`src/rtl/burst_col_pkg.sv`:
```
package burst_col_pkg;
  typedef enum logic [1:0] {
    BL_TWO   = 2'd0,
    BL_FOUR  = 2'd1,
    BL_EIGHT = 2'd2,
    BL_ROW   = 2'd3
  } burstLen_e;

  typedef struct packed {
    logic load;
    logic step;
    logic halt;
  } ctrlStrobe_t;
endpackage

```
`src/rtl/colgen_ctrl.sv`:
```
module colgen_ctrl
  import burst_col_pkg::*;
#(
  parameter int COL_W = 8
) (
  input  logic             clk,
  input  logic             rstN,
  input  logic             startIn,
  input  logic             stopIn,
  input  burstLen_e        lenSel,
  output ctrlStrobe_t      strobe,
  output logic [COL_W-1:0] beatIdx,
  output logic             validOut,
  output logic             lastOut
);
  logic             active;
  logic [COL_W-1:0] beatCnt;
  burstLen_e        lenReg;
  logic [COL_W-1:0] finalIdx;
  logic             finalBeat;

  always_comb begin
    finalIdx = (COL_W'(1) << (int'(lenReg) + 1)) - COL_W'(1);
  end

  assign finalBeat   = active && (lenReg != BL_ROW) && (beatCnt == finalIdx);
  assign strobe.load = startIn && !active;
  assign strobe.halt = active && (finalBeat || stopIn);
  assign strobe.step = active && !(finalBeat || stopIn);

  always_ff @(posedge clk) begin
    if (!rstN) begin
      active  <= 1'b0;
      beatCnt <= '0;
      lenReg  <= BL_TWO;
    end else if (strobe.load) begin
      active  <= 1'b1;
      beatCnt <= '0;
      lenReg  <= lenSel;
    end else if (strobe.halt) begin
      active  <= 1'b0;
      beatCnt <= '0;
    end else if (strobe.step) begin
      beatCnt <= beatCnt + COL_W'(1);
    end
  end

  assign beatIdx  = beatCnt;
  assign validOut = active;
  assign lastOut  = finalBeat;
endmodule

```
`src/rtl/colgen_datapath.sv`:
```
module colgen_datapath
  import burst_col_pkg::*;
#(
  parameter int COL_W = 8
) (
  input  logic             clk,
  input  logic             rstN,
  input  ctrlStrobe_t      strobe,
  input  logic [COL_W-1:0] startCol,
  input  burstLen_e        lenSel,
  input  logic             interleaveIn,
  input  logic [COL_W-1:0] beatIdx,
  output logic [COL_W-1:0] colOut,
  output logic             isRow,
  output logic             isInter
);
  logic [COL_W-1:0] baseCol;
  burstLen_e        lenReg;
  logic             interReg;
  logic [COL_W-1:0] winMask;
  logic [COL_W-1:0] seqOff;
  logic [COL_W-1:0] xorOff;
  logic [COL_W-1:0] pickOff;

  always_ff @(posedge clk) begin
    if (!rstN) begin
      baseCol  <= '0;
      lenReg   <= BL_TWO;
      interReg <= 1'b0;
    end else if (strobe.load) begin
      baseCol  <= startCol;
      lenReg   <= lenSel;
      interReg <= interleaveIn && (lenSel != BL_ROW);
    end
  end

  for (genvar b = 0; b < COL_W; b++) begin : g_mask
    assign winMask[b] = (lenReg == BL_ROW) || (b < int'(lenReg) + 1);
  end

  assign seqOff  = baseCol + beatIdx;
  assign xorOff  = baseCol ^ beatIdx;
  assign pickOff = interReg ? xorOff : seqOff;
  assign colOut  = (baseCol & ~winMask) | (pickOff & winMask);
  assign isRow   = (lenReg == BL_ROW);
  assign isInter = interReg;
endmodule

```
`src/rtl/burst_colgen.sv`:
```
module burst_colgen
  import burst_col_pkg::*;
#(
  parameter int COL_W = 8
) (
  input  logic             clk,
  input  logic             rstN,
  input  logic             startIn,
  input  logic [COL_W-1:0] startCol,
  input  logic [1:0]       lenSel,
  input  logic             interleaveIn,
  input  logic             stopIn,
  output logic [COL_W-1:0] colOut,
  output logic             validOut,
  output logic             lastOut
);
  ctrlStrobe_t      strobe;
  logic [COL_W-1:0] beatIdx;
  logic             isRow;
  logic             isInter;
  burstLen_e        lenCode;

  assign lenCode = burstLen_e'(lenSel);

  colgen_ctrl #(.COL_W(COL_W)) u_ctrl (
    .clk(clk), .rstN(rstN), .startIn(startIn), .stopIn(stopIn),
    .lenSel(lenCode), .strobe(strobe), .beatIdx(beatIdx),
    .validOut(validOut), .lastOut(lastOut)
  );

  colgen_datapath #(.COL_W(COL_W)) u_dp (
    .clk(clk), .rstN(rstN), .strobe(strobe), .startCol(startCol),
    .lenSel(lenCode), .interleaveIn(interleaveIn), .beatIdx(beatIdx),
    .colOut(colOut), .isRow(isRow), .isInter(isInter)
  );
endmodule

```
`config.mk`:
```
export PLATFORM = sky130hd
export DESIGN_NAME = burst_colgen
export DESIGN_NICKNAME = d
export VERILOG_FILES = /design/src/rtl/burst_col_pkg.sv /design/src/rtl/colgen_ctrl.sv /design/src/rtl/colgen_datapath.sv /design/src/rtl/burst_colgen.sv
export SDC_FILE = /design/constraint.sdc
export NUM_CORES = 1
export LEC_CHECK = 0
export BUFFER_PORTS_ARGS = -buffer_cell sky130_fd_sc_hd__buf_2
export CAP_MARGIN = 10
export CORE_UTILIZATION = 47
export CTS_CLUSTER_DIAMETER = 30
export DETAILED_ROUTE_END_ITERATION = 10
export PLACE_DENSITY = 0.68
export SLEW_MARGIN = 20
export SYNTH_ARGS = -nofsm -noshare
export SYNTH_HDL_FRONTEND = slang
export SYNTH_HIERARCHICAL = 1
export SYNTH_SLANG_ARGS = --single-unit
```
`constraint.sdc`:
```
create_clock -name clk -period 2.83 [get_ports clk]
set_input_delay 0.1415 -clock clk [delete_from_list [all_inputs] [get_ports clk]]
set_output_delay 0.1415 -clock clk [all_outputs]
set_load 0.01 [all_outputs]
```
# [Word level (Yosys, flattened, before mapping)]
# Cells that the tools add are included.
[op_classes] multipliers=0 div=0 shift=1 n_mux=3 bitwise=6 order_cmp=8 n_addsub=4 eq_ne=4 reduce_logical=19
[op_table] operator="4-bit by 32-bit < comparator with 1-bit output, first input constant" count=4
[op_table] operator="3-bit by 32-bit < comparator with 1-bit output, first input constant" count=2
[op_table] operator="1-bit by 32-bit < comparator with 1-bit output, first input constant" count=1
[op_table] operator="2-bit by 32-bit < comparator with 1-bit output, first input constant" count=1
[op_table] operator="1-bit by 32-bit << shifter with 8-bit output, first input constant" count=1
[op_table] operator="8-bit bitwise AND" count=2
[op_table] operator="1-bit logical OR" count=9
[op_table] operator="8-bit by 1-bit adder with 8-bit output, second input constant" count=1
[op_table] operator="8-bit adder" count=1
[op_table] operator="8-bit equality test" count=1
[op_table] operator="8-bit two-way mux" count=1
[op_table] operator="8-bit inverter" count=1
[op_table] operator="8-bit OR" count=1
[op_table] operator="8-bit by 2-bit subtractor with 8-bit output, second input constant" count=1
[op_table] operator="8-bit bitwise XOR" count=1
[op_table] operator="1-bit logical AND" count=6
[op_table] operator="2-bit inequality test, second input constant" count=2
[op_table] operator="2-bit by 1-bit adder with 3-bit output, second input constant" count=1
[op_table] operator="3-bit OR reduction" count=1
[op_table] operator="2-bit equality test, second input constant" count=1
[op_table] operator="1-bit zero test" count=2
[op_table] operator="1-bit two-way mux" count=2
[op_table] operator="2-bit nonzero test" count=1
[op_table] operator="1-bit inverter" count=1
[word_totals] n_memories=0 rom_bits=0 latch_bits=0 word_cells=50 in_bits=15 reg_bits=20 mem_bits_rw=0

# [Longest topological paths before layout]
# Gate-level depths: netlist of run 1.
[logic_depth] ltp_word=9 ltp_mapped=8 ltp_nobuf=8

# [Cells and area by module]
# The synthesis of run 1 kept the hierarchy.
[by_module_without_submodules] module="colgen_datapath" area_per_inst_um2=879.6 instances=1 cells_each=104 seq_area_each_um2=220.2
[by_module_without_submodules] module="colgen_ctrl" area_per_inst_um2=693.2 instances=1 cells_each=80 seq_area_each_um2=220.2

# [Worst setup path after synthesis of run 1]
# OpenSTA, ideal clock, no wires.
[synth_path] path_kind="flip-flop to output port" start="reg u_ctrl.beatCnt[0], in the netlist u_ctrl/beatIdx[0]" end="out colOut[6]" path_slack_ns=0.779 stages_incl_launch_ff=9 arrival_ns=1.910 required_time_ns=2.689 cell_sequence="dfxtp_1 -> ha_1 -> inv_1 -> fa_1 -> nor2b_1 -> o21ai_1 -> a211oi_2 -> nor3_1 -> o31ai_1"
[synth_between] elab_chain_len=4
[synth_rtl] item="from (decl)" line="colgen_ctrl.sv:17" text="logic [COL_W-1:0] beatCnt;"
[synth_rtl] item="from (signal assigned)" line="colgen_ctrl.sv:44" text="beatCnt <= beatCnt + COL_W'(1);"
[synth_rtl] item="8-bit adder" line="colgen_datapath.sv:41" text="assign seqOff = baseCol + beatIdx;"
[synth_rtl] item="8-bit two-way mux" line="colgen_datapath.sv:43" text="assign pickOff = interReg ? xorOff : seqOff;"
[synth_rtl] item="8-bit bitwise AND" line="colgen_datapath.sv:44" text="assign colOut = (baseCol & ~winMask) | (pickOff & winMask);"
[synth_rtl] item="8-bit OR" line="colgen_datapath.sv:44"
[synth_rtl] item="to (decl)" line="burst_colgen.sv:13" text="output logic [COL_W-1:0] colOut,"
# Every way passes these cells.

# [Worst setup path in the final report of run 1]
# Ends and elaborated chain as after synthesis.

==> results of run 1 <==
-- worst min path at each step --
stage / slack (ns) / from / end
3_5_place_dp: 0.42 / startCol[2] / u_dp/baseCol[2]$_SDFFE_PN0P_
2_1_floorplan: 0.29 / lenSel[0] / u_ctrl/lenReg[0]$_SDFFE_PN0P_
6_report: 0.08 / startCol[7] / u_dp/baseCol[7]$_SDFFE_PN0P_
5_1_grt: 0.1 / lenSel[0] / u_ctrl/lenReg[0]$_SDFFE_PN0P_
4_1_cts: 0.08 / lenSel[0] / u_ctrl/lenReg[0]$_SDFFE_PN0P_
3_3_place_gp: 0.40 / startCol[2] / u_dp/baseCol[2]$_SDFFE_PN0P_
-- critical path, stage by stage, from the launching register on --
cell and delay, ns:
dfxtp_1 0.47, ha_1 0.26, inv_1 0.07, fa_1 0.38, nor2b_1 0.13, o21ai_1 0.10, a211oi_2 0.27, nor3_1 0.09
o31ai_1 0.21, buf_2 0.17
-- area by class of cell --
cell class              instances  area share (%)
inverters                       9            1.96
clock buffers                   4            2.11
flip-flops and latches         22            25.6
multi-input cells             143            60.1
repair buffers                 24            6.98
well taps                      44            3.20
-- state kept, by name, summed over array words and instances, names as in the netlist --
name	flops
u_ctrl/validOut	1
u_dp/lenReg	2
u_ctrl/lenReg	2
u_dp/baseCol	8
u_ctrl/beatIdx	8
u_dp/isInter	1
-- power by group --
part	internal, mW	leakage (nW)	switching [mW]
logic	0.0490	0.508	0.0587
registers	0.323	0.180	0.0172
clock network	0.0785	0.0210	0.101
total	0.451	0.709	0.177
-- through the flow --
step / instance area, sq um / worst slack [ns]
floorplan: 1570 / 0.779
global placement: 1680 / 0.659
detailed placement: 1680 / 0.608
CTS: 1720 / 0.229
global route: 1720 / 0.0346
finish: 1720 / 0.221
-- metal layers --
metal  track usage, %  vias to the layer above  share of wire (%)
li1                 -                      694                  -
met1             27.9                      646                 51
met2             33.2                       22                 46
met3             1.95                        2                2.9
met4             5.98                        0               0.72
met5                0                        -                  0
==> metrics.md, run 1 <==
| Metric | Value |
|---|---|
| Final hold viol count | `0` |
| Core area | `3100 sq um` |
| Vias in the first global route | `1222` |
| Nature of the critical path endpoint | `output port` |
| Nets | `227` |
| DPL Wire Length | `2550 um` |
| Crit path DAT | `2.47 ns` |
| Hold crit path type | `in -> reg` |
| Critical-path maximum fanout | `8` |
| Most frequent cells in the layout | `buf_2 (24), dfxtp_1 (22), nand2_1 (19), nor2b_1 (12)` |
| Clock-pin transition on the worst setup and hold timing paths | `0.14 ns` |
| GRT Util Overall | `20.2%` |
| Fin crit period | `2.61 ns` |
| Max_cap viols | `0` |
| Commonest non-fill, non-tap cell in the layout | `buf_2` |
| Pins Over Slew Limit | `0` |
| Post-CTS sizing | `0` |
| Post-Syn Instances | `183` |
| Post-Place Cells | `242` |
| GP Congestion | `0.895` |
| TNS Setup | `0 ns` |
| Worst Reg2Reg Path Length in Cells | `5` |
| Drt via density | `5.54` |
| Syn_area_per_cell | `8.57 sq um` |
| Ports | `25` |
| Final Hold Slack | `0.0849 ns` |
| Worst R2R End | `u_dp/isInter$_SDFFE_PN0P_` |
| Largest net degree at the start of global routing | `17` |
| Reg2Reg Launch Point | `u_ctrl/validOut$_SDFFE_PN0P_` |
| Hold_buf cts | `0` |
| Starting Density | `50.6%` |
| Later-pin clock latency in the skew report | `0.31 ns` |
| Critical Path Start | `u_ctrl/beatIdx[0]$_SDFFE_PP0P_` |
| Non-filler instance count after layout | `246` |
| First-pass iteration count of the detailed router | `4` |
| Mapped cell area | `1570 sq um` |
| CTS root buffer | `clkbuf_4` |
| Clock Path Buffers | `2` |
| RSZ-0062 raised after global routing | `false` |
| Total number of vias | `1364` |
| Initial antenna violation count | `0` |
| Hold Path Stages | `3` |
| Fillers | `309` |
| Leakage power | `0.709 nW` |
| Final WL | `3320 um` |
| Final Setup Violations | `0` |
| Area grow syn2layout | `9.65%` |
| Total CTS buffers | `3` |
| Slew HR | `61.9%` |
| Final period utilization | `92.2%` |
| CTS tree | `done` |
| Area of the multi-input gates | `1030 sq um` |
| Clk_skew | `0.0154 ns` |
| Antenna Cells | `0` |
| Setup CP Type | `reg -> out` |
| Die height | `59.8 um` |
| First-pass GRT wire length | `5550 um` |
| Critical path launch point type | `register` |
| Layout cells sized above 1 | `19.3%` |
| End point of the critical path | `colOut[6]` |
| Reg2Reg Setup Slack | `1.09 ns` |
| Util after Layout | `55.4%` |
| Port-buffer cells | `24` |
| Required @ worst endpoint | `2.69 ns` |
| Final ANT Viol Nets | `0` |
| DR DRC count | `0` |
| Initial DRC Count | `75` |
| Total global routing overflow | `0` |
| H-Tree Level Count | `1` |
| Post-CTS setup buffer count | `0` |
| Yosys warns | `6` |
| Area of the die | `3570 sq um` |
| Worst-margin pin slew | `0.570 ns` |
| Fmax | `383 MHz` |
| Die width | `59.8 um` |
| Peak supply drop | `0.000222 V` |
| PD cells | `365 nW/um^2` |
| WL/cell | `13.5 um` |
| Power Total | `0.628 mW` |
| Status | `completed` |
| Net Count, Synth | `207` |
| Num Clock Sinks | `22` |
| Rows | `20` |
| FF/Latch Area | `440 sq um` |
Power figures use the tool's default switching activity.
==> inputs of run 2 (changes only) <==
--- a/config.mk
+++ b/config.mk
@@ -5,6 +5,7 @@
 export SDC_FILE = /design/constraint.sdc
 export NUM_CORES = 1
 export LEC_CHECK = 0
+export ABC_AREA = 1
 export BUFFER_PORTS_ARGS = -buffer_cell sky130_fd_sc_hd__buf_2
 export CAP_MARGIN = 10
 export CORE_UTILIZATION = 47
==> metrics.md, run 2 <==
| Metric | Value |
|---|---|
| Status | `completed` |
| Area grow syn2layout | `13.0%` |
| Clock power frac | `34.6% (+6.0 points)` |
| Max_cap viols | `0 (unchanged)` |
| Antenna Cells | `0 (unchanged)` |
| First-pass GRT wire length | `5420 um (-2.5%)` |
| Place WS | `0.988 ns (+0.380 ns)` |
| Rows | `20 (unchanged)` |
| Die width | `59.0 um (-1.4%)` |
| Crit path buffers/inverters | `2 (unchanged)` |
| Final period utilization | `77.9% (-14 points)` |
| First-pass iteration count of the detailed router | `4 (unchanged)` |
| Leakage power | `0.776 nW (+9.5%)` |
| Most used cell, CP | `o21ai_1` |
| Post-Syn Instances | `222 (+21%)` |
| H-Tree Level Count | `1 (unchanged)` |
| CTS tree | `done` |
| Ports | `25 (unchanged)` |
| Fmax | `453 MHz (+18%)` |
| TNS Setup | `0 ns (unchanged)` |
| DR DRC count | `0 (unchanged)` |
| Final WL | `3070 um (-7.4%)` |
| Finished Cell Area | `1720 sq um (+0.22%)` |
| Final Setup Violations | `0 (unchanged)` |
| DPL Wire Length | `2430 um (-4.5%)` |
| Reg2Reg Setup Slack | `1.06 ns (-0.03 ns)` |
| Layout cells sized above 1 | `20.4% (+1.1 points)` |
| CP Cell Sequence | `inv_1, fa_1, o21ai_1, nand2_1, xor2_1, o21ai_1, buf_2` |
| Total global routing overflow | `0 (unchanged)` |
| Clock Path Buffers | `2 (unchanged)` |
| PD cells | `413 nW/um^2 (+13%)` |
| Slowest stage delay, CP | `0.52 ns (+0.05 ns)` |
| WL/cell | `10.6 um (-21%)` |
| Crit path DAT | `2.06 ns (-0.41 ns)` |
| Drt via density | `4.98 (-10%)` |
| Clk_skew | `0.00740 ns (-0.00798 ns)` |
| Total number of vias | `1440 (+5.6%)` |
| Gate power share | `17.3% (about the same)` |
| Area post-placement | `1670 sq um (-0.74%)` |
| Final ANT Viol Nets | `0 (unchanged)` |
| GRT Util Overall | `20.0% (-0.23 points)` |
| Post-CTS setup buffer count | `0 (unchanged)` |
| Worst path top cell family by delay | `flip-flops` |
| Pins Over Slew Limit | `0 (unchanged)` |
| Power Total | `0.712 mW (+13%)` |
| Critical-path maximum fanout | `8 (unchanged)` |
| P_int | `0.517 mW (+15%)` |
| Critical path launch point type | `register` |
| Post-CTS sizing | `0 (unchanged)` |
| RSZ-0062 raised after global routing | `false` |
| Required @ worst endpoint | `2.69 ns (about the same)` |
| Area of the die | `3480 sq um (-2.7%)` |
| Total CTS buffers | `3 (unchanged)` |
| Initial antenna violation count | `0 (unchanged)` |
| Die height | `59.0 um (-1.4%)` |
| Sequential power share | `48.0% (-6.2 points)` |
| Hold_buf cts | `0 (unchanged)` |
| Sw power | `0.195 mW (+10%)` |
| Port-buffer cells | `24 (unchanged)` |
| Syn_area_per_cell | `6.87 sq um (-20%)` |
| Commonest non-fill, non-tap cell in the layout | `nand2_1` |
| Later-pin clock latency in the skew report | `0.31 ns (about the same)` |
| Fin crit period | `2.21 ns (-0.404 ns)` |
| Initial DRC Count | `70 (-6.7%)` |
| Num Clock Sinks | `22 (unchanged)` |
| Hold crit path type | `in -> reg` |
| Largest net degree at the start of global routing | `16 (-1)` |
| Peak supply drop | `0.000258 V (+16%)` |
| Clock-pin transition on the worst setup and hold timing paths | `0.14 ns (about the same)` |
| Most frequent cells in the layout | `nand2_1 (56), buf_2 (24), nor2_1 (22), dfxtp_1 (22), inv_1 (21)` |
| Nature of the critical path endpoint | `output port` |
| Core area | `3080 sq um (-0.81%)` |
| Slew HR | `65.2% (+3.3 points)` |
| Yosys warns | `6 (unchanged)` |
| Nets | `270 (+19%)` |
| Setup CP Type | `reg -> out` |
| Worst-margin pin slew | `0.521 ns (-0.0494 ns)` |
| Net Sw Frac | `27.4% (-0.77 points)` |
| Mapped cell area | `1530 sq um (-2.8%)` |
| CTS root buffer | `clkbuf_4` |
| Starting Density | `49.6% (-1.0 points)` |
| Final setup margin | `0.625 ns (+0.404 ns)` |
| GP Congestion | `0.816 (-8.8%)` |
| Slowest cell on the critical path | `dfxtp_1` |
| Net Count, Synth | `246 (+19%)` |
| Vias in the first global route | `1260 (+3.1%)` |
| Final hold viol count | `0 (unchanged)` |
run 2: worst paths after layout:
path                                       start                              to  cells past startpoint
hold / removal                       startCol[4]    u_dp/baseCol[4]$_SDFFE_PN0P_                      3
setup reg to reg    u_ctrl/validOut$_SDFFE_PN0P_  u_ctrl/beatIdx[7]$_SDFFE_PP0P_                      6
setup / recovery  u_ctrl/beatIdx[1]$_SDFFE_PP0P_                       colOut[4]                      7
hold reg to reg      u_dp/lenReg[0]$_SDFFE_PN0P_     u_dp/lenReg[0]$_SDFFE_PN0P_                      2
run 2: worst register-to-register path, cell delays in order (launching register included):
cell     delay (ns)
dfxtp_1        0.67
inv_1          0.18
nand2_2        0.14
inv_1          0.16
nor2_1         0.32
nand2_8        0.13
a21oi_2        0.12
run 2: power groups by stage:
stage	Combinational [mW]	Clock (mW)	Sequential, mW
6_report	0.123	0.246	0.342
5_1_grt	0.141	0.263	0.344
3_5_place_dp	0.124	0	0.349
4_1_cts	0.124	0.253	0.342
3_3_place_gp	0.123	0	0.349
2_1_floorplan	0.0915	0	0.342
run 2: layout make-up:
type                    instances  area [sq um]
well taps                      44          55.1
clock inverters                 1          30.0
multi-input cells             168           952
flip-flops and latches         22           440
fillers                       322          1350
clock buffers                   3          22.5
repair buffers                 24           120
inverters                      27           104
run 2: layer usage:
metal	part of all wire [%]	global-route usage [%]	up-vias
li1	-	-	777
met1	52	28.5	644
met2	45	32.3	17
met3	2.2	1.98	2
met4	0.68	5.10	0
met5	0	0	-
run 2: stage by stage:
stage	hold slack [ns]	std cells	util, %
finish	0.0388	289	56.0
global route	0.0350	289	56.0
CTS	0.0305	289	56.0
detailed placement	0.370	285	54.3
global placement	0.364	285	54.3
floorplan	0.273	222	-
==> inputs of run 3 (changes only) <==
==> constraint.sdc (replaced) <==
create_clock -name clk -period 2.24 [get_ports clk]
set_input_delay 0.112 -clock clk [delete_from_list [all_inputs] [get_ports clk]]
set_output_delay 0.112 -clock clk [all_outputs]
set_load 0.01 [all_outputs]
==> metrics.md, run 3 (same netlist as run 2, synthesis figures left out) <==
| Metric | Value |
|---|---|
| Most frequent cells in the layout | `nand2_1 (56), buf_2 (24), nor2_1 (22), inv_1 (21), dfxtp_1 (20)` |
| Total CTS buffers | `3 (unchanged)` |
| Ports | `25 (unchanged)` |
| Slowest cell on the critical path | `fa_1` |
| Initial DRC Count | `51 (-27%)` |
| Clock-pin transition on the worst setup and hold timing paths | `0.13 ns (about the same)` |
| Fin crit period | `2.10 ns` |
| Final WL | `3320 um (+8.1%)` |
| Clk_skew | `0.00112 ns (-0.00629 ns)` |
| First-pass iteration count of the detailed router | `4 (unchanged)` |
| Worst R2R End | `u_ctrl/beatIdx[0]$_SDFFE_PP0P_` |
| Initial antenna violation count | `0 (unchanged)` |
| Fmax | `476 MHz` |
| Commonest non-fill, non-tap cell in the layout | `nand2_1` |
| Worst-margin pin slew | `0.363 ns (-0.158 ns)` |
| DPL Wire Length | `2460 um (+1.3%)` |
| First-pass GRT wire length | `5730 um (+5.7%)` |
| Total global routing overflow | `0 (unchanged)` |
| Nets | `276 (+2.2%)` |
| Non-filler instance count after layout | `295 (+2.1%)` |
| Starting Density | `49.6% (unchanged)` |
| Fillers | `324 (+0.62%)` |
| Slowest stage delay, CP | `0.41 ns (-0.11 ns)` |
| Total number of vias | `1474 (+2.4%)` |
| Clock Path Buffers | `2 (unchanged)` |
| Critical Path Start | `u_ctrl/beatIdx[0]$_SDFFE_PP0P_` |
| Place WS | `0.434 ns (-0.554 ns)` |
| Final hold viol count | `0 (unchanged)` |
| CP Cell Sequence | `ha_1, inv_1, fa_1, o21ai_2, nand2_1, xor2_1, o21ai_1, buf_2` |
| CTS root buffer | `clkbuf_4` |
| Max_cap viols | `0 (unchanged)` |
| Peak supply drop | `0.000334 V (+30%)` |
| Required @ worst endpoint | `2.13 ns (-0.56 ns)` |
| DR DRC count | `0 (unchanged)` |
| TNS Setup | `0 ns (unchanged)` |
| Nature of the critical path endpoint | `output port` |
| H-Tree Level Count | `1 (unchanged)` |
| Core area | `3080 sq um (unchanged)` |
| Largest net degree at the start of global routing | `16 (unchanged)` |
| Crit path DAT | `1.99 ns (-0.07 ns)` |
| Die width | `59.0 um (unchanged)` |
| Rows | `20 (unchanged)` |
| Critical-path maximum fanout | `5 (-3)` |
| Util after Layout | `58.1% (+2.1 points)` |
| Antenna Cells | `0 (unchanged)` |
| Reg2Reg Launch Point | `u_ctrl/validOut$_SDFFE_PN0P_` |
| Slew HR | `75.7% (+10 points)` |
| Crit path depth | `8 (+1)` |
| Reg2Reg Setup Slack | `0.86 ns (-0.20 ns)` |
| CTS tree | `done` |
| Final period utilization | `93.7%` |
| Crit path buffers/inverters | `2 (unchanged)` |
| Post-CTS setup buffer count | `0 (unchanged)` |
| Status | `completed` |
| Vias in the first global route | `1331 (+5.6%)` |
| GRT Util Overall | `21.7% (+1.7 points)` |
| PD cells | `507 nW/um^2 (+23%)` |
| Drt via density | `5.00 (+0.28%)` |
| Leakage power | `0.807 nW (+4.0%)` |
| Die height | `59.0 um (unchanged)` |
| Final setup margin | `0.140 ns (-0.485 ns)` |
| GP Congestion | `0.826 (+1.2%)` |
| Hold crit path type | `in -> reg` |
| Final Setup Violations | `0 (unchanged)` |
| Final ANT Viol Nets | `0 (unchanged)` |
| Setup CP Type | `reg -> out` |
| Layout cells sized above 1 | `21.9% (+1.5 points)` |
| Post-Place Cells | `287 (+0.70%)` |
| Area of the die | `3480 sq um (unchanged)` |
| End point of the critical path | `colOut[4]` |
| Later-pin clock latency in the skew report | `0.31 ns (about the same)` |
| Power Total | `0.907 mW (+27%)` |
| WL/cell | `11.3 um (+5.9%)` |
| Num Clock Sinks | `22 (unchanged)` |
| Area grow syn2layout | `17.2%` |
| Critical path launch point type | `register` |
| Port-buffer cells | `24 (unchanged)` |
| Hold Path Stages | `3 (unchanged)` |
| Worst path top cell family by delay | `adder cells` |
| Pins Over Slew Limit | `0 (unchanged)` |
| Worst Reg2Reg Path Length in Cells | `6 (unchanged)` |
## run 3: repair_timing
item / CTS / global route
hold endpoints to repair: 4 / 0
gates resized for setup: 0 / 4
endpoints found under the setup margin: 0 / 2
hold buffers: 4 / 0
## run 3: worst min path at each step
| stage | from | end |
|---|---|---|
| floorplan | rstN | u_ctrl/validOut$_SDFFE_PN0P_ |
| global placement | startCol[4] | u_dp/baseCol[4]$_SDFFE_PN0P_ |
| detailed placement | startCol[6] | u_dp/baseCol[6]$_SDFFE_PN0P_ |
| CTS | startCol[3] | u_dp/baseCol[3]$_SDFFE_PN0P_ |
| global route | startCol[0] | u_dp/baseCol[0]$_SDFFE_PN0P_ |
| finish | startCol[0] | u_dp/baseCol[0]$_SDFFE_PN0P_ |
## run 3: metrics by stage
stage                     hold WS, ns  instance area (sq um)
after CTS                      0.0115                   1780
after detailed placement        0.337                   1690
after global routing           0.0209                   1790
final                          0.0245                   1790
after global placement          0.338                   1690
after floorplan                 0.244                   1530
## run 3: area by class of cell
type / count / area (sq um) / area share, %
Clock inverter: 1 / 30.0 / 1.68
Tap cell: 44 / 55.1 / 3.08
Timing Repair Buffer: 30 / 175 / 9.80
Sequential cell: 22 / 445 / 24.9
Multi-Input combinational cell: 168 / 956 / 53.5
Clock buffer: 3 / 22.5 / 1.26
Inverter: 27 / 104 / 5.81
## run 3: layer usage
metal  vias to the layer above  wire length (um)  global-route usage [%]
met5                         -                 0                       0
met1                       666              1600                    28.8
met3                         2                81                    1.98
met2                        20              1620                    36.9
li1                        786                 -                       -
met4                         0                20                    7.14
## run 3: worst register-to-register path: stages (launching register included)
cell and delay (ns):
dfxtp_1 0.36, inv_1 0.09, nand2_2 0.11, inv_1 0.16
nor2_1 0.34, nand2_8 0.13, a21oi_2 0.13
## run 3: power breakdown
group / leakage (nW) / total [mW] / internal, mW / switching [mW]
sequential: 0.182 / 0.426 / 0.412 / 0.0145
clock: 0.0279 / 0.310 / 0.181 / 0.129
combinational: 0.597 / 0.171 / 0.0660 / 0.105
